[config.mk]
export PLATFORM = sky130hd
export DESIGN_NAME = fp_cond_unit
export DESIGN_NICKNAME = d
export VERILOG_FILES = /design/src/rtl/fpc_pkg.sv /design/src/rtl/fpc_lane.sv /design/src/rtl/fpc_order.sv /design/src/rtl/fpc_flag_reg.sv /design/src/rtl/fp_cond_unit.sv
export SDC_FILE = /design/constraint.sdc
export NUM_CORES = 1
export LEC_CHECK = 0
export BUFFER_PORTS_ARGS = -buffer_cell sky130_fd_sc_hd__buf_2
export CAP_MARGIN = 30
export CORE_AREA = 2 2 86 88
export DETAILED_ROUTE_END_ITERATION = 7
export DIE_AREA = 0 0 88 90
export GPL_TIMING_DRIVEN = 0
export PLACE_DENSITY_LB_ADDON = 0.12
export RECOVER_POWER = 100
export SLEW_MARGIN = 20
export SYNTH_ARGS = -nofsm -noshare
export SYNTH_HDL_FRONTEND = slang
export SYNTH_SLANG_ARGS = --single-unit
[constraint.sdc]
create_clock -name clk -period 3.65 [get_ports clk]
set_clock_uncertainty 0.2 [all_clocks]
set_input_delay 0.365 -clock clk [delete_from_list [all_inputs] [get_ports clk]]
set_output_delay 0.365 -clock clk [all_outputs]
set_load 0.05 [all_outputs]
[src/rtl/fpc_pkg.sv]
package fpc_pkg;
   // Condition field as seen by the flag stage; bit order is part of the encoding
   typedef struct packed {
      logic sig;   // bit 3: trap on NaN
      logic lt;    // bit 2: accept less
      logic eq;    // bit 1: accept equal
      logic un;    // bit 0: accept unordered
   } cond_t;

   localparam int NUM_FMT = 2;   // index 0 single, index 1 double
endpackage

[src/rtl/fpc_lane.sv]
// Splits one operand of a given format into class bits and a magnitude.
module fpc_lane #(
   parameter int EXP_W  = 8,
   parameter int FRAC_W = 23,
   parameter int MAG_W  = 63
) (
   input  logic [EXP_W+FRAC_W:0] raw,
   output logic                  is_nan,
   output logic                  is_zero,
   output logic                  sign,
   output logic [MAG_W-1:0]      mag
);
   localparam int W = 1 + EXP_W + FRAC_W;

   if (W - 1 > MAG_W) begin : g_bad_width
      $error("fpc_lane: format wider than magnitude bus");
   end
   if (EXP_W < 2 || FRAC_W < 1) begin : g_bad_fmt
      $error("fpc_lane: degenerate format");
   end

   logic [EXP_W-1:0]  expo;
   logic [FRAC_W-1:0] frac;

   assign expo    = raw[W-2 -: EXP_W];
   assign frac    = raw[FRAC_W-1:0];
   assign sign    = raw[W-1];
   assign is_nan  = (&expo) & (|frac);
   assign is_zero = ~|raw[W-2:0];

   always_comb begin
      mag          = '0;
      mag[W-2:0]   = raw[W-2:0];
   end
endmodule

[src/rtl/fpc_order.sv]
// Sign-magnitude ordering of two non-NaN operands.
module fpc_order #(
   parameter int MAG_W = 63
) (
   input  logic             sign_a,
   input  logic             sign_b,
   input  logic             zero_a,
   input  logic             zero_b,
   input  logic [MAG_W-1:0] mag_a,
   input  logic [MAG_W-1:0] mag_b,
   output logic             lt,
   output logic             eq
);
   logic mag_lt, mag_eq;

   assign mag_lt = mag_a < mag_b;
   assign mag_eq = mag_a == mag_b;

   always_comb begin
      if (zero_a && zero_b) begin
         lt = 1'b0;
         eq = 1'b1;
      end else if (sign_a != sign_b) begin
         lt = sign_a;
         eq = 1'b0;
      end else if (sign_a) begin
         lt = ~mag_lt & ~mag_eq;
         eq = mag_eq;
      end else begin
         lt = mag_lt;
         eq = mag_eq;
      end
   end
endmodule

[src/rtl/fpc_flag_reg.sv]
// Masks the predicates and holds the condition and trap flags.
module fpc_flag_reg
   import fpc_pkg::*;
(
   input  logic       clk,
   input  logic       rst_n,
   input  logic       strobe,
   input  logic [3:0] cond,
   input  logic       lt,
   input  logic       eq,
   input  logic       un,
   output logic       flag,
   output logic       invalid
);
   cond_t c;
   logic  trap;
   logic  masked;

   assign c      = cond_t'(cond);
   assign trap   = strobe & c.sig & un;
   assign masked = (c.lt & lt) | (c.eq & eq) | (c.un & un);

   always_ff @(posedge clk) begin
      if (!rst_n) begin
         flag    <= 1'b0;
         invalid <= 1'b0;
      end else begin
         invalid <= trap;
         if (strobe && !trap)
            flag <= masked;
      end
   end

   assert_trap_freezes_R5: assert property (@(posedge clk) disable iff (!rst_n)
      (strobe && cond[3] && un) |=> (invalid && flag == $past(flag)));

   assert_idle_holds_R7: assert property (@(posedge clk) disable iff (!rst_n)
      !strobe |=> ($stable(flag) && !invalid));

   assert_quiet_no_trap_R6: assert property (@(posedge clk) disable iff (!rst_n)
      (strobe && !cond[3]) |=> !invalid);

   assert_empty_mask_R4: assert property (@(posedge clk) disable iff (!rst_n)
      (strobe && cond == 4'b0000) |=> !flag);
endmodule

[src/rtl/fp_cond_unit.sv]
module fp_cond_unit #(
   parameter int SP_EXP_W  = 8,
   parameter int SP_FRAC_W = 23,
   parameter int DP_EXP_W  = 11,
   parameter int DP_FRAC_W = 52
) (
   input  logic                             clk,
   input  logic                             rst_n,
   input  logic                             cmp_valid,
   input  logic                             dbl_sel,
   input  logic [3:0]                       cond_field,
   input  logic [DP_EXP_W+DP_FRAC_W:0]      op_a,
   input  logic [DP_EXP_W+DP_FRAC_W:0]      op_b,
   output logic                             cond_flag,
   output logic                             invalid_flag
);
   import fpc_pkg::*;

   localparam int SP_W  = 1 + SP_EXP_W + SP_FRAC_W;
   localparam int DP_W  = 1 + DP_EXP_W + DP_FRAC_W;
   localparam int MAG_W = DP_W - 1;

   if (SP_EXP_W >= DP_EXP_W || SP_FRAC_W >= DP_FRAC_W) begin : g_bad_formats
      $error("fp_cond_unit: single format must be narrower than double");
   end

   logic [NUM_FMT-1:0] nan_a, nan_b, zero_a, zero_b, sgn_a, sgn_b;
   logic [MAG_W-1:0]   mag_a [NUM_FMT];
   logic [MAG_W-1:0]   mag_b [NUM_FMT];

   for (genvar g = 0; g < NUM_FMT; g++) begin : g_fmt
      localparam int EW = (g == 0) ? SP_EXP_W  : DP_EXP_W;
      localparam int FW = (g == 0) ? SP_FRAC_W : DP_FRAC_W;
      localparam int LW = 1 + EW + FW;

      fpc_lane #(.EXP_W(EW), .FRAC_W(FW), .MAG_W(MAG_W)) u_lane_a (
         .raw     (op_a[LW-1:0]),
         .is_nan  (nan_a[g]),
         .is_zero (zero_a[g]),
         .sign    (sgn_a[g]),
         .mag     (mag_a[g])
      );
      fpc_lane #(.EXP_W(EW), .FRAC_W(FW), .MAG_W(MAG_W)) u_lane_b (
         .raw     (op_b[LW-1:0]),
         .is_nan  (nan_b[g]),
         .is_zero (zero_b[g]),
         .sign    (sgn_b[g]),
         .mag     (mag_b[g])
      );
   end

   logic unord, ord_lt, ord_eq, pred_lt, pred_eq;

   assign unord = nan_a[dbl_sel] | nan_b[dbl_sel];

   fpc_order #(.MAG_W(MAG_W)) u_order (
      .sign_a (sgn_a[dbl_sel]),
      .sign_b (sgn_b[dbl_sel]),
      .zero_a (zero_a[dbl_sel]),
      .zero_b (zero_b[dbl_sel]),
      .mag_a  (mag_a[dbl_sel]),
      .mag_b  (mag_b[dbl_sel]),
      .lt     (ord_lt),
      .eq     (ord_eq)
   );

   assign pred_lt = ord_lt & ~unord;
   assign pred_eq = ord_eq & ~unord;

   fpc_flag_reg u_flag (
      .clk     (clk),
      .rst_n   (rst_n),
      .strobe  (cmp_valid),
      .cond    (cond_field),
      .lt      (pred_lt),
      .eq      (pred_eq),
      .un      (unord),
      .flag    (cond_flag),
      .invalid (invalid_flag)
   );

   assert_order_exclusive_R9: assert property (@(posedge clk) disable iff (!rst_n)
      !(ord_lt && ord_eq));

   assert_zeros_equal_R8: assert property (@(posedge clk) disable iff (!rst_n)
      (zero_a[dbl_sel] && zero_b[dbl_sel]) |-> (ord_eq && !ord_lt));

   assert_nan_unordered_R3: assert property (@(posedge clk) disable iff (!rst_n)
      (cmp_valid && !cond_field[3] && unord && cond_field[2:0] == 3'b110) |=> !cond_flag);
endmodule

==> results of run 1 <==
## synthesized netlist by cell type (3+ instances only)
master	count
nor2_1	13
nor3_1	9
ha_1	63
a221oi_1	3
nand3_1	9
and4_1	3
nor4_1	26
o211ai_1	3
or4_1	7
nand4_1	19
o21ai_0	10
nand2_1	60
a211oi_1	3
and2_1	32
a21oi_1	28
clkbuf_1	6
inv_1	34
## area by class of cell
| class | instances | area, um2 |
|---|---|---|
| Clock buffer | 3 | 41.3 |
| Inverter | 34 | 128 |
| Multi-Input combinational cell | 310 | 2190 |
| Buffer | 7 | 36.3 |
| Tap cell | 99 | 124 |
| Fill cell | 772 | 3790 |
| Sequential cell | 2 | 40.0 |
| Timing Repair Buffer | 136 | 678 |
## worst max-delay path, cell delays in order
cell and delay (ns):
buf_2 0.28, clkbuf_4 0.28, nand2_1 0.07, ha_1 0.31, nand4_1 0.15, or4_1 0.59
nor3_2 0.22, and3_1 0.19, and3_1 0.19, a21oi_1 0.08, o311a_1 0.31, o32ai_2 0.24
## worst max-delay path by stage
stage	depth (start not counted)	end	from	slack (ns)
after floorplan	13	u_flag.flag	dbl_sel	0.05
after global placement	13	u_flag.flag	dbl_sel	-0.65
after detailed placement	13	u_flag.flag	dbl_sel	-0.64
after CTS	13	u_flag.flag	dbl_sel	0.03
after global routing	12	u_flag.flag	dbl_sel	0.03
final	12	u_flag.flag	dbl_sel	0.28
## flip-flops by register name, indices dropped and copies added, names as in the netlist
| name | flops |
|---|---|
| u_flag.flag | 1 |
| u_flag.invalid | 1 |
## report_power, final
group | leakage [nW] | internal [W] | switching [W]
Clock | 0.0216 | 0.0000700 | 0.0000205
Sequential | 0.0164 | 0.0000232 | 0.000000910
Combinational | 1.63 | 0.000145 | 0.000166
Total | 1.67 | 0.000238 | 0.000187
## through the flow
stage / power, W / hold WS [ns] / cells / setup slack (ns) / setup TNS [ns]
after floorplan: 0.000190 / 0.279 / 354 / 0.0531 / 0
after global placement: 0.000330 / 0.397 / 589 / -0.654 / -0.654
after detailed placement: 0.000332 / 0.402 / 589 / -0.641 / -0.641
after CTS: 0.000428 / 0.206 / 592 / 0.0264 / 0
after global routing: 0.000474 / 0.222 / 591 / 0.0309 / 0
final: 0.000425 / 0.211 / 591 / 0.276 / 0
## layer usage
layer | GRT usage, % | up-vias | wire [um]
met5 | 0 | - | 0
met4 | 5.26 | 0 | 117
met3 | 2.39 | 12 | 628
met2 | 32.4 | 122 | 3660
met1 | 26.1 | 1364 | 3600
li1 | - | 1600 | -
## cells by family after synthesis
kind of cell    share of synthesized area, %
fa+ha+maj                               33.1
simple gates                            42.1
compound gates                          15.2
buf+inv                                 6.63
flops                                   1.68
xor+xnor                               0.368
mux                                    0.842
## repair_timing
action / CTS / global route
gates cloned: 0 / 0
gates resized for setup: 6 / 6
endpoints found under the setup margin: 1 / 1
endpoints found under the hold margin: 0 / 0
==> results.cfg, run 1 <==
[run_status]
outcome = finished, final reports clean

[yosys]
ys.flop_type = dfxtp_1
synth-async-reset-ratio_pct = 0
synth_top_area_cell = ha_1
yosys.area.top_type_share_pct = 33.1
synth-edff-count = 0
netlist_instances = 354
yosysUniqueCellTypes = 38
synth_seq_area_share_pct = 1.68
synthTopCellsByArea = ha_1 (33%), nand2_1 (9.5%), and2_1 (8.4%)
post_synth.cell_area_avg_um2 = 6.72
synth_seq_cells = 2
syn-num-nets = 553
syn_area_um2 = 2380
ys.warnings.count = 0

[floorplanning]
die-area_um2 = 7920
rows = 31
io_pins = 138
start_util_pct = 33.9
fp.dieW_um = 88
fp.coreArea_um2 = 7020
die_h_um = 90

[power_and_ir_drop]
max-vdd-ir-drop_mv = 0.0613
total_leakage_power_nw = 1.67
p_per_area_nw_per_um2 = 131

[clock_network]
cts.sinks = 2
max-clock-path-buffers = 2
numCtsBuffers = 3
cts_hold_buf = 0
insertion_delay_ns = 0.21
clk_pin_slew_ns = 0.03
post-cts-setup-buffers = 0
cts_tree = yes
h-tree-depth = 1
root_buffer = clkbuf_8

[route]
dr.pass1.iters = 4
wl_per_cell_um = 13.5
drcViolationCount = 0
postRouteAntennaNets = 0
drtIter0Drc = 121
routed-via-count = 3098
avgViaCountPerCell = 5.24
wl_mm = 8.00

[timing]
fin_crit_ns = 3.37
maxSlewHeadroom_pct = 57.5
timing.fmax_mhz = 296
finalSetupViolCount = 0
hold_violations = 0
maxSlewViolCount = 0
rsz0062_at_grt = false
tightest_slew_ns = 0.640
fin_crit_sh_pct = 92.4

[hold_path]
min_path_type = in2reg
whs_endpoint = u_flag.invalid
min_path_cells = 3
hp-start = cond_field[3]

[final_layout]
layout_commonest_cell = buf_2
nets = 693
syn_to_final_growth_pct = 35.9
fin_util_pct = 46.1
final_area_um2 = 3230
n_antenna_cell = 0
drive_gt1_share_pct = 29.9
final_cell_mix = buf_2 (137), ha_1 (63), nand2_1 (60), inv_1 (34), and2_1 (32)

[global_route]
grt_pass1_vias = 2851
grt_use_total_pct = 19.5
grt_max_degree = 11
antenna_found_initial = 0
grt-ovfl-total = 0
grt_first_pass_wirelength_mm = 12.6

[worst_setup_path]
critPathKind = in2reg
cp.arrival_ns = 3.30
r2r_start = u_flag.flag
timing.rr.end = u_flag.flag
r2r_cells = 3
r2r_slack_ns = 2.40
critPathLaunchType = input port
cp-end-kind = flop
cp_max_fo = 16
required_ns = 3.58

[job]
drv_cap = 0

[placement]
hpwlAfterDp_mm = 7.19
portBuffers = 136
place_congestion = 0.903
dpl_cell_area_um2 = 3180
Note: power is estimated with default switching activity, not from simulation.
==> inputs of run 2 (changes only) <==
--- a/config.mk
+++ b/config.mk
@@ -8,7 +8,7 @@
 export BUFFER_PORTS_ARGS = -buffer_cell sky130_fd_sc_hd__buf_2
 export CAP_MARGIN = 30
-export CORE_AREA = 2 2 86 88
+export CORE_AREA = 2 2 82 92
 export DETAILED_ROUTE_END_ITERATION = 7
-export DIE_AREA = 0 0 88 90
+export DIE_AREA = 0 0 84 94
 export GPL_TIMING_DRIVEN = 0
 export PLACE_DENSITY_LB_ADDON = 0.12
--- a/constraint.sdc
+++ b/constraint.sdc
@@ -3,3 +3,3 @@
 set_input_delay 0.365 -clock clk [delete_from_list [all_inputs] [get_ports clk]]
 set_output_delay 0.365 -clock clk [all_outputs]
-set_load 0.05 [all_outputs]
+set_load 0.01 [all_outputs]
==> run 2 against run 1 <==
Sequential share of layout area about the same. Fmax decreased by 3.2%. Utilization rose by 0.68 points. Non-clock buffer count rose by 1. Sequential cell count unchanged. First-iteration DRC count down 33%. Critical path type unchanged. Largest cell class unchanged. Largest power group unchanged.
==> results.cfg, run 2 (synthesized netlist as in run 1, its figures left out) <==
[power_and_ir_drop]
p_clk_share_pct = 21.0
p_switching_w = 0.000186
p_int_w = 0.000239
p_per_area_nw_per_um2 = 131
power.total_w = 0.000425
seqPwrFrac_pct = 5.7
sw_frac_of_total_pct = 43.8
total_leakage_power_nw = 1.70
max-vdd-ir-drop_mv = 0.0848
comb_power_share_pct = 73.3

[final_layout]
drive_gt1_share_pct = 30.4
nets = 694
layout_commonest_cell = buf_2
reg_top3 = u_flag.flag: 1 flops, u_flag.invalid: 1 flops
syn_to_final_growth_pct = 36.1
n_antenna_cell = 0
fillCellCount = 746
final_cell_mix = buf_2 (136), ha_1 (63), nand2_1 (60), inv_1 (34), and2_1 (32)

[route]
wl_per_cell_um = 14.3
avgViaCountPerCell = 5.31
routed-via-count = 3068
topRoutingLayerUsed = met4
routed-wl-met2_mm = 3.98
postRouteAntennaNets = 0
drcViolationCount = 0
wl_met1_mm = 3.62
dr.pass1.iters = 4
wl_met3_um = 591
wl_mm = 8.26
drtIter0Drc = 81

[worst_setup_path]
cp.arrival_ns = 3.41
cp-end-kind = flop
timing.rr.end = u_flag.flag
r2r_start = u_flag.flag
critPathKind = in2reg
r2r_slack_ns = 2.42
cp_max_fo = 10
critPathLaunchType = input port
r2r_cells = 3
required_ns = 3.57

[clock_network]
cts_tree = yes
h-tree-depth = 1
numCtsBuffers = 3
clk_pin_slew_ns = 0.03
root_buffer = clkbuf_8
max-clock-path-buffers = 2
post-cts-setup-buffers = 0
insertion_delay_ns = 0.21
cts.sinks = 2

[placement]
pre_cts_slack_ns = -0.661
portBuffers = 136
place_congestion = 0.890
hpwlAfterDp_mm = 7.33

[floorplanning]
rows = 32
die-area_um2 = 7900
io_pins = 138
fp.dieW_um = 84
die_h_um = 94
start_util_pct = 34.3
fp.coreArea_um2 = 6930

[global_route]
grt_first_pass_wirelength_mm = 13.3
grt-ovfl-total = 0
antenna_found_initial = 0
grt_use_total_pct = 20.4
grt_max_degree = 11
grt_pass1_vias = 3024

[timing]
hold_violations = 0
finalSetupViolCount = 0
maxSlewViolCount = 0
fin_ws_ns = 0.164
rsz0062_at_grt = false
fin_crit_sh_pct = 95.5
fin_setup_tns_ns = 0
timing.fmax_mhz = 287
fin_crit_ns = 3.49
tightest_slew_ns = 0.454
maxSlewHeadroom_pct = 69.4

[hold_path]
hp-start = rst_n
whs_endpoint = u_flag.invalid
min_path_type = in2reg
min_path_cells = 3

[job]
drv_cap = 0

[run_status]
outcome = finished, final reports clean
-- run 2: cell types whose count changed in the layout (fill, tap and decap cells not counted) --
cell      delta
clkbuf_4     +2
clkbuf_1     -1
clkbuf_2     +1
buf_2        -1
nor3_4       +1
or4_4        +1
or4_1        -1
nor3_2       -1
-- run 2: cell type report --
class / instances / area (um2) / share of cell area [%]
plain buffers: 8 / 47.5 / 1.47
clock buffers: 3 / 41.3 / 1.28
inverters: 34 / 128 / 3.94
multi-input cells: 310 / 2200 / 67.8
flip-flops and latches: 2 / 40.0 / 1.24
well taps: 85 / 106 / 3.29
repair buffers: 136 / 678 / 21.0
-- run 2: what timing repair did --
action,CTS,global route
hold buffers,0,0
endpoints found under the setup margin,1,1
gates resized for setup,6,13
pin swaps,0,1
-- run 2: through the flow --
stage,instance area [um2],util [%],hold WS [ns],cells
finish,3240,46.7,0.209,578
global route,3240,46.7,0.234,578
CTS,3210,46.4,0.207,578
detailed placement,3170,45.7,0.401,575
global placement,3170,45.7,0.398,575
floorplan,2380,-,0.279,354
-- run 2: worst max path at each step --
stage / startpoint / end / slack, ns
4_1_cts: dbl_sel / u_flag.flag / -0.0000007
3_3_place_gp: dbl_sel / u_flag.flag / -0.61
2_1_floorplan: dbl_sel / u_flag.flag / 0.05
6_report: dbl_sel / u_flag.flag / 0.16
5_1_grt: dbl_sel / u_flag.flag / 0.01
3_5_place_dp: dbl_sel / u_flag.flag / -0.66
-- run 2: power groups by stage --
stage / Clock [W] / Sequential, W / Combinational (W)
3_3_place_gp: 0 / 0.0000243 / 0.000303
6_report: 0.0000891 / 0.0000241 / 0.000311
4_1_cts: 0.0000907 / 0.0000240 / 0.000309
5_1_grt: 0.0000924 / 0.0000241 / 0.000357
2_1_floorplan: 0 / 0.0000247 / 0.000162
3_5_place_dp: 0 / 0.0000243 / 0.000305
-- run 2: critical path: stages --
cell and delay, ns:
clkbuf_2 0.16, clkbuf_4 0.22, clkbuf_2 0.20, and2_1 0.20
ha_1 0.28, nand4_1 0.15, or4_4 0.59, nor3_4 0.23
and3_1 0.20, and3_1 0.19, a21oi_1 0.07, o311a_1 0.31
o32ai_2 0.24
-- run 2: routing by layer --
layer  vias to the layer above  global-route usage, %
met5                         -                      0
met4                         0                   4.57
met3                         8                   2.64
met2                       115                   37.5
met1                      1346                   25.2
li1                       1599                      -
==> inputs of run 3 (changes only) <==
CORE_AREA = 2 2 77 86   (was 2 2 82 92)
DIE_AREA = 0 0 79 88   (was 0 0 84 94)
==> run 3 against run 2 <==
Worst setup slack gained 0.060 ns. Via count grew 1.1%. Clock power grew 2%. Worst hold slack gained 0.0019 ns. Cell area shrank 0.73%. Register-to-register slack lost 0.05 ns. Sequential cell count is the same. Sequential share of layout area is essentially flat.
==> results.cfg, run 3 (synthesized netlist as in run 1, its figures left out) <==
[final_layout]
n_antenna_cell = 0
multi_input_area_um2 = 2190
reg_top3 = u_flag.flag: 1 flops, u_flag.invalid: 1 flops
fin_cells = 572
layout_commonest_cell = buf_2
final-seq-area_um2 = 40.0
drive_gt1_share_pct = 29.9
syn_to_final_growth_pct = 35.1
nets = 693
final_cell_mix = buf_2 (137), ha_1 (63), nand2_1 (60), inv_1 (34), and2_1 (32)
final_area_um2 = 3210
fillCellCount = 655

[timing]
maxSlewViolCount = 0
maxSlewHeadroom_pct = 66.1
finalSetupViolCount = 0
fin_crit_sh_pct = 93.9
fin_crit_ns = 3.43
rsz0062_at_grt = false
tightest_slew_ns = 0.503
timing.fmax_mhz = 292
hold_violations = 0

[global_route]
grt-ovfl-total = 0
antenna_found_initial = 0
grt_pass1_vias = 2917
grt_max_degree = 11
grt_use_total_pct = 21.8
grt_first_pass_wirelength_mm = 12.4

[clock_network]
max-clock-path-buffers = 2
cts_hold_buf = 0
root_buffer = clkbuf_8
insertion_delay_ns = 0.21
clk_pin_slew_ns = 0.03
cts.sinks = 2
numCtsBuffers = 3
h-tree-depth = 1
cts_tree = yes

[power_and_ir_drop]
p_int_w = 0.000237
total_leakage_power_nw = 1.68
comb_power_share_pct = 72.6
sw_frac_of_total_pct = 43.5
max-vdd-ir-drop_mv = 0.0871
seqPwrFrac_pct = 5.8
p_clk_share_pct = 21.5
p_per_area_nw_per_um2 = 131
p_switching_w = 0.000183

[route]
wl_met1_mm = 3.34
wl_per_cell_um = 13.5
routed-via-count = 3102
drcViolationCount = 0
routed-wl-met2_mm = 3.81
dr.pass1.iters = 4
topRoutingLayerUsed = met4
wl_met3_um = 552
avgViaCountPerCell = 5.42
wl_mm = 7.74
postRouteAntennaNets = 0
drtIter0Drc = 99

[hold_path]
min_path_type = in2reg
min_path_cells = 3

[worst_setup_path]
cp-end-kind = flop
cp_max_fo = 16
critPathLaunchType = input port
required_ns = 3.58
r2r_slack_ns = 2.37
r2r_cells = 3
worst_path_max_delay_cell = or4_1
cp_common_cell = and3_1
worstPathCellList = clkbuf_2, buf_2, and2_1, ha_1, nand4_1, or4_1, nor3_4, and3_1, and3_1, a21oi_1, o311a_1, o32ai_2
critPathTopFamily = simple AND/OR/NAND/NOR gates
max_stage_delay_ns = 0.61
critPathKind = in2reg
timing.critical_path.depth = 12
cp.buffers_inverters = 2
cp.arrival_ns = 3.35

[floorplanning]
fp.coreArea_um2 = 6080
start_util_pct = 39.1
die-area_um2 = 6950
fp.dieW_um = 79
rows = 30
die_h_um = 88
io_pins = 138

[placement]
hpwlAfterDp_mm = 7.01
portBuffers = 136
placed_cells = 570
dpl_cell_area_um2 = 3160
place_congestion = 0.830

[run_status]
outcome = finished, final reports clean

[job]
drv_cap = 0
[run 3: cell count changes in the layout (fill, tap and decap cells not counted)]
cell and delta:
or4_4 -1, buf_2 +1, or4_1 +1, clkbuf_4 -3
clkbuf_1 +1
[run 3: timing repair]
action | CTS | global route
endpoints found under the hold margin | 0 | 0
pin swaps | 0 | 1
endpoints found under the setup margin | 1 | 1
buffers inserted | 0 | 0
resized for setup | 6 | 5
[run 3: final timing paths]
check,from,end
max reg2reg,u_flag.flag,u_flag.flag
max,dbl_sel,u_flag.flag
min,rst_n,u_flag.invalid
min reg2reg,u_flag.flag,u_flag.flag
[run 3: through the flow]
stage,setup slack (ns),power (W),utilization [%],setup TNS [ns],hold slack [ns]
2_1_floorplan,0.0531,0.000187,-,0,0.279
3_3_place_gp,-0.569,0.000324,52.0,-0.569,0.410
3_5_place_dp,-0.601,0.000327,52.0,-0.601,0.431
4_1_cts,0.0457,0.000422,52.8,0,0.207
5_1_grt,0.0379,0.000468,52.8,0,0.243
6_report,0.224,0.000420,52.8,0,0.211
[run 3: final cells by class]
cell class	count	share of cell area, %
buffer	7	1.05
sequential	2	1.25
multi-input combinational	310	68.2
timing repair buffer	136	21.1
inverter	34	3.97
tap	80	3.12
clock buffer	3	1.29
[run 3: metal layers]
layer  vias to the layer above  track usage (%)
met5                         -                0
met4                         0             1.72
met3                         5             3.30
met2                       112             42.2
met1                      1393             26.4
li1                       1592                -
[run 3: power groups by stage]
stage / registers [W] / clock network [W] / logic (W)
after detailed placement: 0.0000245 / 0 / 0.000303
after global placement: 0.0000245 / 0 / 0.000299
after CTS: 0.0000243 / 0.0000913 / 0.000306
final: 0.0000244 / 0.0000905 / 0.000305
after global routing: 0.0000244 / 0.0000952 / 0.000348
after floorplan: 0.0000247 / 0 / 0.000162
[run 3: worst min-delay path, stage by stage]
cell and delay, ns:
buf_2 0.12, nand2_1 0.06, nor2_1 0.03
